===== config.mk =====
export PLATFORM = sky130hd
export DESIGN_NAME = hdlc_gated_tx
export DESIGN_NICKNAME = d
export VERILOG_FILES = /design/src/rtl/hdlc_tx_pkg.sv /design/src/rtl/hdlc_tx_buf.sv /design/src/rtl/hdlc_tx_framer.sv /design/src/rtl/hdlc_gated_tx.sv
export SDC_FILE = /design/constraint.sdc
export NUM_CORES = 1
export LEC_CHECK = 0
export ABC_AREA = 1
export CORE_MARGIN = 2
export CORE_UTILIZATION = 45
export DETAILED_ROUTE_END_ITERATION = 10
export SLEW_MARGIN = 20
export SYNTH_ARGS = -nofsm -noshare
export SYNTH_HDL_FRONTEND = slang
export SYNTH_SLANG_ARGS = --single-unit
export TNS_END_PERCENT = 30

===== constraint.sdc =====
create_clock -name clk -period 8.1 [get_ports clk]
set_clock_uncertainty 0.2 [all_clocks]
set_input_delay 0.81 -clock clk [delete_from_list [all_inputs] [get_ports clk]]
set_output_delay 0.81 -clock clk [all_outputs]
set_load 0.02 [all_outputs]

===== src/rtl/hdlc_tx_pkg.sv =====
package hdlc_tx_pkg;

  // Kind of line unit being shifted out
  typedef enum logic [1:0] {
    UNIT_FLAG  = 2'd0,
    UNIT_DATA  = 2'd1,
    UNIT_FCS   = 2'd2,
    UNIT_ABORT = 2'd3
  } unit_e;

  localparam logic [7:0]  FLAG_OCTET   = 8'h7E;
  localparam logic [7:0]  ABORT_OCTET  = 8'hFF;
  localparam logic [15:0] FCS_PRESET   = 16'hFFFF;
  localparam logic [15:0] FCS_POLY_LSB = 16'h8408;
  localparam int unsigned STUFF_RUN    = 5;
  localparam int unsigned OCTET_BITS   = 8;
  localparam int unsigned FCS_BITS     = 16;

  // One bit of the LSB-first CRC-16 update
  function automatic logic [15:0] fcs_step(input logic [15:0] acc, input logic b);
    logic fb;
    fb = acc[0] ^ b;
    fcs_step = (acc >> 1) ^ (fb ? FCS_POLY_LSB : 16'h0000);
  endfunction

endpackage


===== src/rtl/hdlc_tx_buf.sv =====
module hdlc_tx_buf #(
  parameter int DEPTH = 64,
  parameter int WIDTH = 9
) (
  input  logic             clk,
  input  logic             rst_n,
  input  logic             push,
  input  logic [WIDTH-1:0] push_data,
  input  logic             pop,
  input  logic             flush,
  output logic [WIDTH-1:0] head,
  output logic             empty,
  output logic             full
);
  localparam int AW = $clog2(DEPTH);
  localparam int CW = AW + 1;

  logic [WIDTH-1:0] mem [DEPTH];
  logic [AW-1:0]    rd_ptr, wr_ptr;
  logic [CW-1:0]    count;
  logic             push_ok, pop_ok;

  function automatic logic [AW-1:0] ptr_inc(input logic [AW-1:0] p);
    ptr_inc = (p == AW'(DEPTH - 1)) ? '0 : p + AW'(1);
  endfunction

  assign empty   = (count == '0);
  assign full    = (count == CW'(DEPTH));
  assign push_ok = push && !full;
  assign pop_ok  = pop && !empty;
  assign head    = mem[rd_ptr];

  always_ff @(posedge clk) begin
    if (push_ok) mem[wr_ptr] <= push_data;
  end

  always_ff @(posedge clk) begin
    if (!rst_n) begin
      rd_ptr <= '0;
      wr_ptr <= '0;
      count  <= '0;
    end else if (flush) begin
      rd_ptr <= '0;
      wr_ptr <= '0;
      count  <= '0;
    end else begin
      if (push_ok) wr_ptr <= ptr_inc(wr_ptr);
      if (pop_ok)  rd_ptr <= ptr_inc(rd_ptr);
      count <= count + CW'(push_ok) - CW'(pop_ok);
    end
  end

  AST_NO_OVERFLOW: assert property (@(posedge clk) disable iff (!rst_n) push |-> !full);
  AST_LEVEL_BOUND: assert property (@(posedge clk) disable iff (!rst_n) count <= CW'(DEPTH));
  AST_FLUSH_EMPTIES: assert property (@(posedge clk) disable iff (!rst_n) flush |=> empty);

endmodule


===== src/rtl/hdlc_tx_framer.sv =====
module hdlc_tx_framer
  import hdlc_tx_pkg::*;
(
  input  logic       clk,
  input  logic       rst_n,
  input  logic       gate,
  input  logic       abort_req,
  input  logic [7:0] head_byte,
  input  logic       head_eom,
  input  logic       buf_empty,
  output logic       pop,
  output logic       flush,
  output logic       tx_bit,
  output logic       underrun
);
  localparam int LW = $clog2(FCS_BITS + 1);

  unit_e         kind, nxt_kind;
  logic [15:0]   sh, sh_n, nxt_sh;
  logic [LW-1:0] left, left_n, nxt_left;
  logic [2:0]    ones, ones_n;
  logic [15:0]   crc, crc_n;
  logic          cur_eom, abort_pend, tx_q, underrun_q;

  // named internal events
  logic stuff_en, do_stuff, emit_bit, unit_done;
  logic frame_start, underrun_evt, abort_take;

  always_comb begin
    stuff_en = (kind == UNIT_DATA) || (kind == UNIT_FCS);
    do_stuff = stuff_en && (ones == 3'(STUFF_RUN));
    emit_bit = do_stuff ? 1'b0 : sh[0];
    left_n   = do_stuff ? left : left - LW'(1);
    sh_n     = do_stuff ? sh : {1'b0, sh[15:1]};
    ones_n   = (!stuff_en || do_stuff || !sh[0]) ? 3'd0 : ones + 3'd1;
    crc_n    = (kind == UNIT_DATA && !do_stuff) ? fcs_step(crc, sh[0]) : crc;
    // a unit ends only once any zero owed after its last bit is out
    unit_done = (left_n == '0) && !(stuff_en && ones_n == 3'(STUFF_RUN));

    frame_start  = 1'b0;
    underrun_evt = 1'b0;
    abort_take   = 1'b0;
    if (unit_done) begin
      if (abort_pend) abort_take = 1'b1;
      else if (kind == UNIT_FLAG && !buf_empty) frame_start = 1'b1;
      else if (kind == UNIT_DATA && !cur_eom && buf_empty) underrun_evt = 1'b1;
    end

    if (abort_take || underrun_evt) nxt_kind = UNIT_ABORT;
    else begin
      unique case (kind)
        UNIT_FLAG: nxt_kind = frame_start ? UNIT_DATA : UNIT_FLAG;
        UNIT_DATA: nxt_kind = cur_eom ? UNIT_FCS : UNIT_DATA;
        default:   nxt_kind = UNIT_FLAG;
      endcase
    end

    unique case (nxt_kind)
      UNIT_DATA:  begin nxt_sh = {8'h00, head_byte};   nxt_left = LW'(OCTET_BITS); end
      UNIT_FCS:   begin nxt_sh = ~crc_n;               nxt_left = LW'(FCS_BITS);   end
      UNIT_ABORT: begin nxt_sh = {8'h00, ABORT_OCTET}; nxt_left = LW'(OCTET_BITS); end
      default:    begin nxt_sh = {8'h00, FLAG_OCTET};  nxt_left = LW'(OCTET_BITS); end
    endcase
  end

  assign pop      = gate && unit_done && (nxt_kind == UNIT_DATA);
  assign flush    = gate && unit_done && (nxt_kind == UNIT_ABORT);
  assign tx_bit   = tx_q;
  assign underrun = underrun_q;

  always_ff @(posedge clk) begin
    if (!rst_n) begin
      kind       <= UNIT_FLAG;
      sh         <= {8'h00, FLAG_OCTET};
      left       <= LW'(OCTET_BITS);
      ones       <= '0;
      crc        <= FCS_PRESET;
      cur_eom    <= 1'b0;
      abort_pend <= 1'b0;
      tx_q       <= 1'b1;
      underrun_q <= 1'b0;
    end else begin
      abort_pend <= (abort_pend && !(gate && abort_take)) || abort_req;
      if (gate) begin
        tx_q <= emit_bit;
        ones <= ones_n;
        crc  <= frame_start ? FCS_PRESET : crc_n;
        if (unit_done) begin
          kind <= nxt_kind;
          sh   <= nxt_sh;
          left <= nxt_left;
          if (nxt_kind == UNIT_DATA) cur_eom <= head_eom;
        end else begin
          sh   <= sh_n;
          left <= left_n;
        end
        if (underrun_evt)     underrun_q <= 1'b1;
        else if (frame_start) underrun_q <= 1'b0;
      end
    end
  end

  // independent run counter of emitted ones inside frames
  logic [2:0] seen_ones;
  always_ff @(posedge clk) begin
    if (!rst_n) seen_ones <= '0;
    else if (gate) seen_ones <= (stuff_en && emit_bit) ? ((seen_ones == 3'd7) ? 3'd7 : seen_ones + 3'd1) : 3'd0;
  end

  AST_HOLD_OFF_GATE: assert property (@(posedge clk) disable iff (!rst_n) !gate |=> $stable(tx_bit));
  AST_NO_SIX_ONES: assert property (@(posedge clk) disable iff (!rst_n) seen_ones <= 3'(STUFF_RUN));
  AST_POP_NONEMPTY: assert property (@(posedge clk) disable iff (!rst_n) pop |-> !buf_empty);
  AST_FCS_AFTER_EOM: assert property (@(posedge clk) disable iff (!rst_n)
    gate && unit_done && kind == UNIT_DATA && cur_eom && !abort_pend |=> kind == UNIT_FCS);
  AST_UNDERRUN_ABORTS: assert property (@(posedge clk) disable iff (!rst_n)
    gate && underrun_evt |=> kind == UNIT_ABORT && underrun);

endmodule


===== src/rtl/hdlc_gated_tx.sv =====
module hdlc_gated_tx #(
  parameter int BUF_DEPTH = 64
) (
  input  logic       clk,
  input  logic       rst_n,
  input  logic       wr_valid,
  input  logic [7:0] wr_byte,
  input  logic       wr_eom,
  output logic       buf_ready,
  input  logic       gate,
  input  logic       abort_req,
  output logic       tx_bit,
  output logic       underrun
);
  localparam int ENTRY_W = 9;

  logic [ENTRY_W-1:0] head;
  logic buf_empty, buf_full, push, pop, flush;

  assign buf_ready = !buf_full;
  assign push      = wr_valid && !buf_full;

  hdlc_tx_buf #(.DEPTH(BUF_DEPTH), .WIDTH(ENTRY_W)) u_buf (
    .clk(clk), .rst_n(rst_n), .push(push), .push_data({wr_eom, wr_byte}),
    .pop(pop), .flush(flush), .head(head), .empty(buf_empty), .full(buf_full)
  );

  hdlc_tx_framer u_framer (
    .clk(clk), .rst_n(rst_n), .gate(gate), .abort_req(abort_req),
    .head_byte(head[7:0]), .head_eom(head[8]), .buf_empty(buf_empty),
    .pop(pop), .flush(flush), .tx_bit(tx_bit), .underrun(underrun)
  );

endmodule


==> impl_metrics.ini <==
[run_status]
outcome = finished clean

[timing]
tightest_slew_ps = 1183
whs_ps = 266.7
finalHoldViolCount = 0
setup_viol = 0
setup_tns_ps = 0
post-route-period-util_pct = 59.59
drv_slew = 0
rsz0062_at_grt = false
relSlewSlack_pct = 20.93
period_needed_ps = 4827
max_freq_mhz = 207.2

[run]
maxCapViolations = 0

[synthesis]
yosysSeqAreaShare_pct = 69.84
synth-xor-area-share_pct = 0.3268
synthTopCellsByArea = edfxtp_1 (65%), nand3_1 (10%), nand2_1 (9.5%)
yosysWarnings = 0
ys_seq_elements = 647
synth_fp_nets = 2450
synthAdderAreaFrac_pct = 0.8217
synth_top_family_by_area = simple AND/OR/NAND/NOR gates
postSynthCellCount = 2419
avgSynthCellArea_sq_um = 11.08
synth_most_common_cell = nand2_1
yosysTopAreaCellShare_pct = 64.54
synth_mux_area_share_pct = 0.4108
synthFlopType = edfxtp_1
async_flop_share_pct = 0
synth_edf_count = 576
synth_compound_area_share_pct = 3.161
syn_area_sq_um = 26800
synthTopCellsByCount = nand2_1 (680), edfxtp_1 (576), nand3_1 (534)
synth.distinct_cells = 43
synth_top_area_cell = edfxtp_1
synthSimpleGateAreaFrac_pct = 22.37

[global_routing]
grt_pass1_vias = 17010
grt_pass1_wl_microns = 102500
grt_max_degree = 216
antenna_found_initial = 1
gr-total-overflow = 0
grt_usage_pct = 22.06

[clock_tree]
cts_buffer_depth = 3
cts_buffers = 69
cts_sinks = 647
post_cts.repair.setup_buffers = 0
hold_buffers = 0
clock_latency_ps = 600
h-tree-depth = 3
clockRootBuffer = clkbuf_16
clkSlewWorstSetupHoldPaths_ps = 50
ctsResizeCount = 0
cts_tree = done

[finish]
drive_gt1_share_pct = 6.227
syn_to_final_growth_pct = 10.54
fin_nets = 2424
final_cell_area_sq_um = 29620

[route]
drc = 0
wl_met1_microns = 30070
wl_per_cell_microns = 20.76
antenna_left = 0
highest_layer = met4
routed_via_density = 5.565
vias = 17896
drt-initial-drc-count = 1859
dr_wl_met2_microns = 30460
wl_met3_microns = 4692
wl_microns = 66760
drt-pass1-iter-count = 5

[floorplanning]
die-area_sq_um = 61530
io_pins = 17
initial_core_util_pct = 45.50
fp-row-count = 89
core_area_sq_um = 58910
die_height_microns = 248.0
die_x_microns = 248.0

[critical_path]
end_kind = flop
cp.arrival_ps = 5040
rr_worst_depth = 24
start_kind = primary input
timing.rr.end = u_buf.count[6]
worstPathRequired_ps = 8320
crit_fanout = 35
timing.rr.start = u_framer.kind[0]
endpoint = u_buf.count[6]
crit_start = gate
worstSetupPathType = primary input to flop
r2r_setup_slack_ps = 3830

[place]
dp_hpwl_microns = 37950
placed_area_sq_um = 27520
port_buffers = 16
gp_congestion = 0.8318

[power_and_ir_drop]
power-per-cell-area_nw_per_um2 = 233.9
leakage_nw = 10.48
ir_drop_mv = 0.1854

[min_path]
hp-class = flop to flop
hold_start = u_framer.underrun
## cell families (layout without fill, tap and decap cells)
logic type / after synthesis / count (layout)
simple gates: 1379 / 1379
flops: 647 / 647
buf+inv: 204 / 226
compound gates: 151 / 151
fa+ha+maj: 17 / 17
mux: 11 / 11
xor+xnor: 10 / 10
other cells: 0 / 2
## final cells by class
| class | instances | area (sq um) |
|---|---|---|
| Multi-Input combinational cell | 1568 | 7266 |
| Clock inverter | 33 | 195.2 |
| Clock buffer | 86 | 1864 |
| Sequential cell | 647 | 18730 |
| Tap cell | 773 | 967.2 |
| Antenna cell | 2 | 5.005 |
| Fill cell | 5094 | 29280 |
| Inverter | 66 | 257.7 |
| Timing Repair Buffer | 41 | 342.8 |
## how the worst min path moves through the flow
stage,to,cells past startpoint
global placement,u_framer.underrun,2
floorplan,u_framer.kind[1],2
finish,u_framer.underrun,2
global route,u_framer.kind[1],2
detailed placement,u_framer.kind[1],2
CTS,u_framer.kind[1],2
## metrics by stage
| stage | cells | worst slack [ps] | power (W) | utilization (%) |
|---|---|---|---|---|
| after floorplan | 2419 | 4489 | 0.003950 | - |
| after global placement | 3093 | 2732 | 0.004072 | 46.71 |
| after detailed placement | 3093 | 2736 | 0.004083 | 46.71 |
| after CTS | 3212 | 3313 | 0.006974 | 50.21 |
| after global routing | 3214 | 2807 | 0.007144 | 50.28 |
| final | 3216 | 3273 | 0.006929 | 50.29 |
## worst max-delay path, cell delays in order
cell and delay, ps:
clkdlybuf4s50_1 790, clkinv_1 950, nor2_8 420, nand2_2 140, nor2_8 170, ha_1 260, inv_1 50, ha_1 150
inv_1 60, fa_1 380, inv_1 80, nand2_1 70, a21oi_1 170, nor2_1 60, nor2_1 120, nor2_1 60
nor2_1 110, or3_1 110, a21oi_1 60
## layout by cell type (no fill, tap or decap), types with 7 or more instances in the layout
master,instances
nand2_1,680
edfxtp_1,576
nand3_1,534
nor2_1,129
clkbuf_16,72
dfxtp_1,68
o21ai_0,61
inv_1,51
a21oi_1,50
clkinv_1,22
buf_4,22
o22ai_1,17
ha_1,16
o211ai_1,14
clkbuf_1,13
mux2i_1,11
clkinv_2,11
nand4_1,9
buf_2,9
xor2_1,8
inv_2,7
clkdlybuf4s50_1,7
## registers in the layout (all words and copies together) (netlist names), 2 cells and up, named ones only
register and flops:
u_buf.mem 576, u_framer.crc 16, u_framer.sh 16, u_buf.count 7
u_buf.rd_ptr 6, u_buf.wr_ptr 6, u_framer.left 5, u_framer.ones 3
u_framer.kind 2
## metal layers
layer  global-route usage (%)  vias to the layer above
met5                        0                        -
met4                    6.974                        0
met3                    3.415                       90
met2                    33.88                      617
met1                    32.36                     8713
li1                         -                     8476
## report_power, final
group | internal (W) | switching [W] | leakage, nW
sequential | 0.00368 | 0.0000240 | 5.77
combinational | 0.0000932 | 0.000224 | 3.70
clock | 0.00166 | 0.00125 | 1.01
(Power assumes the default switching activity.)
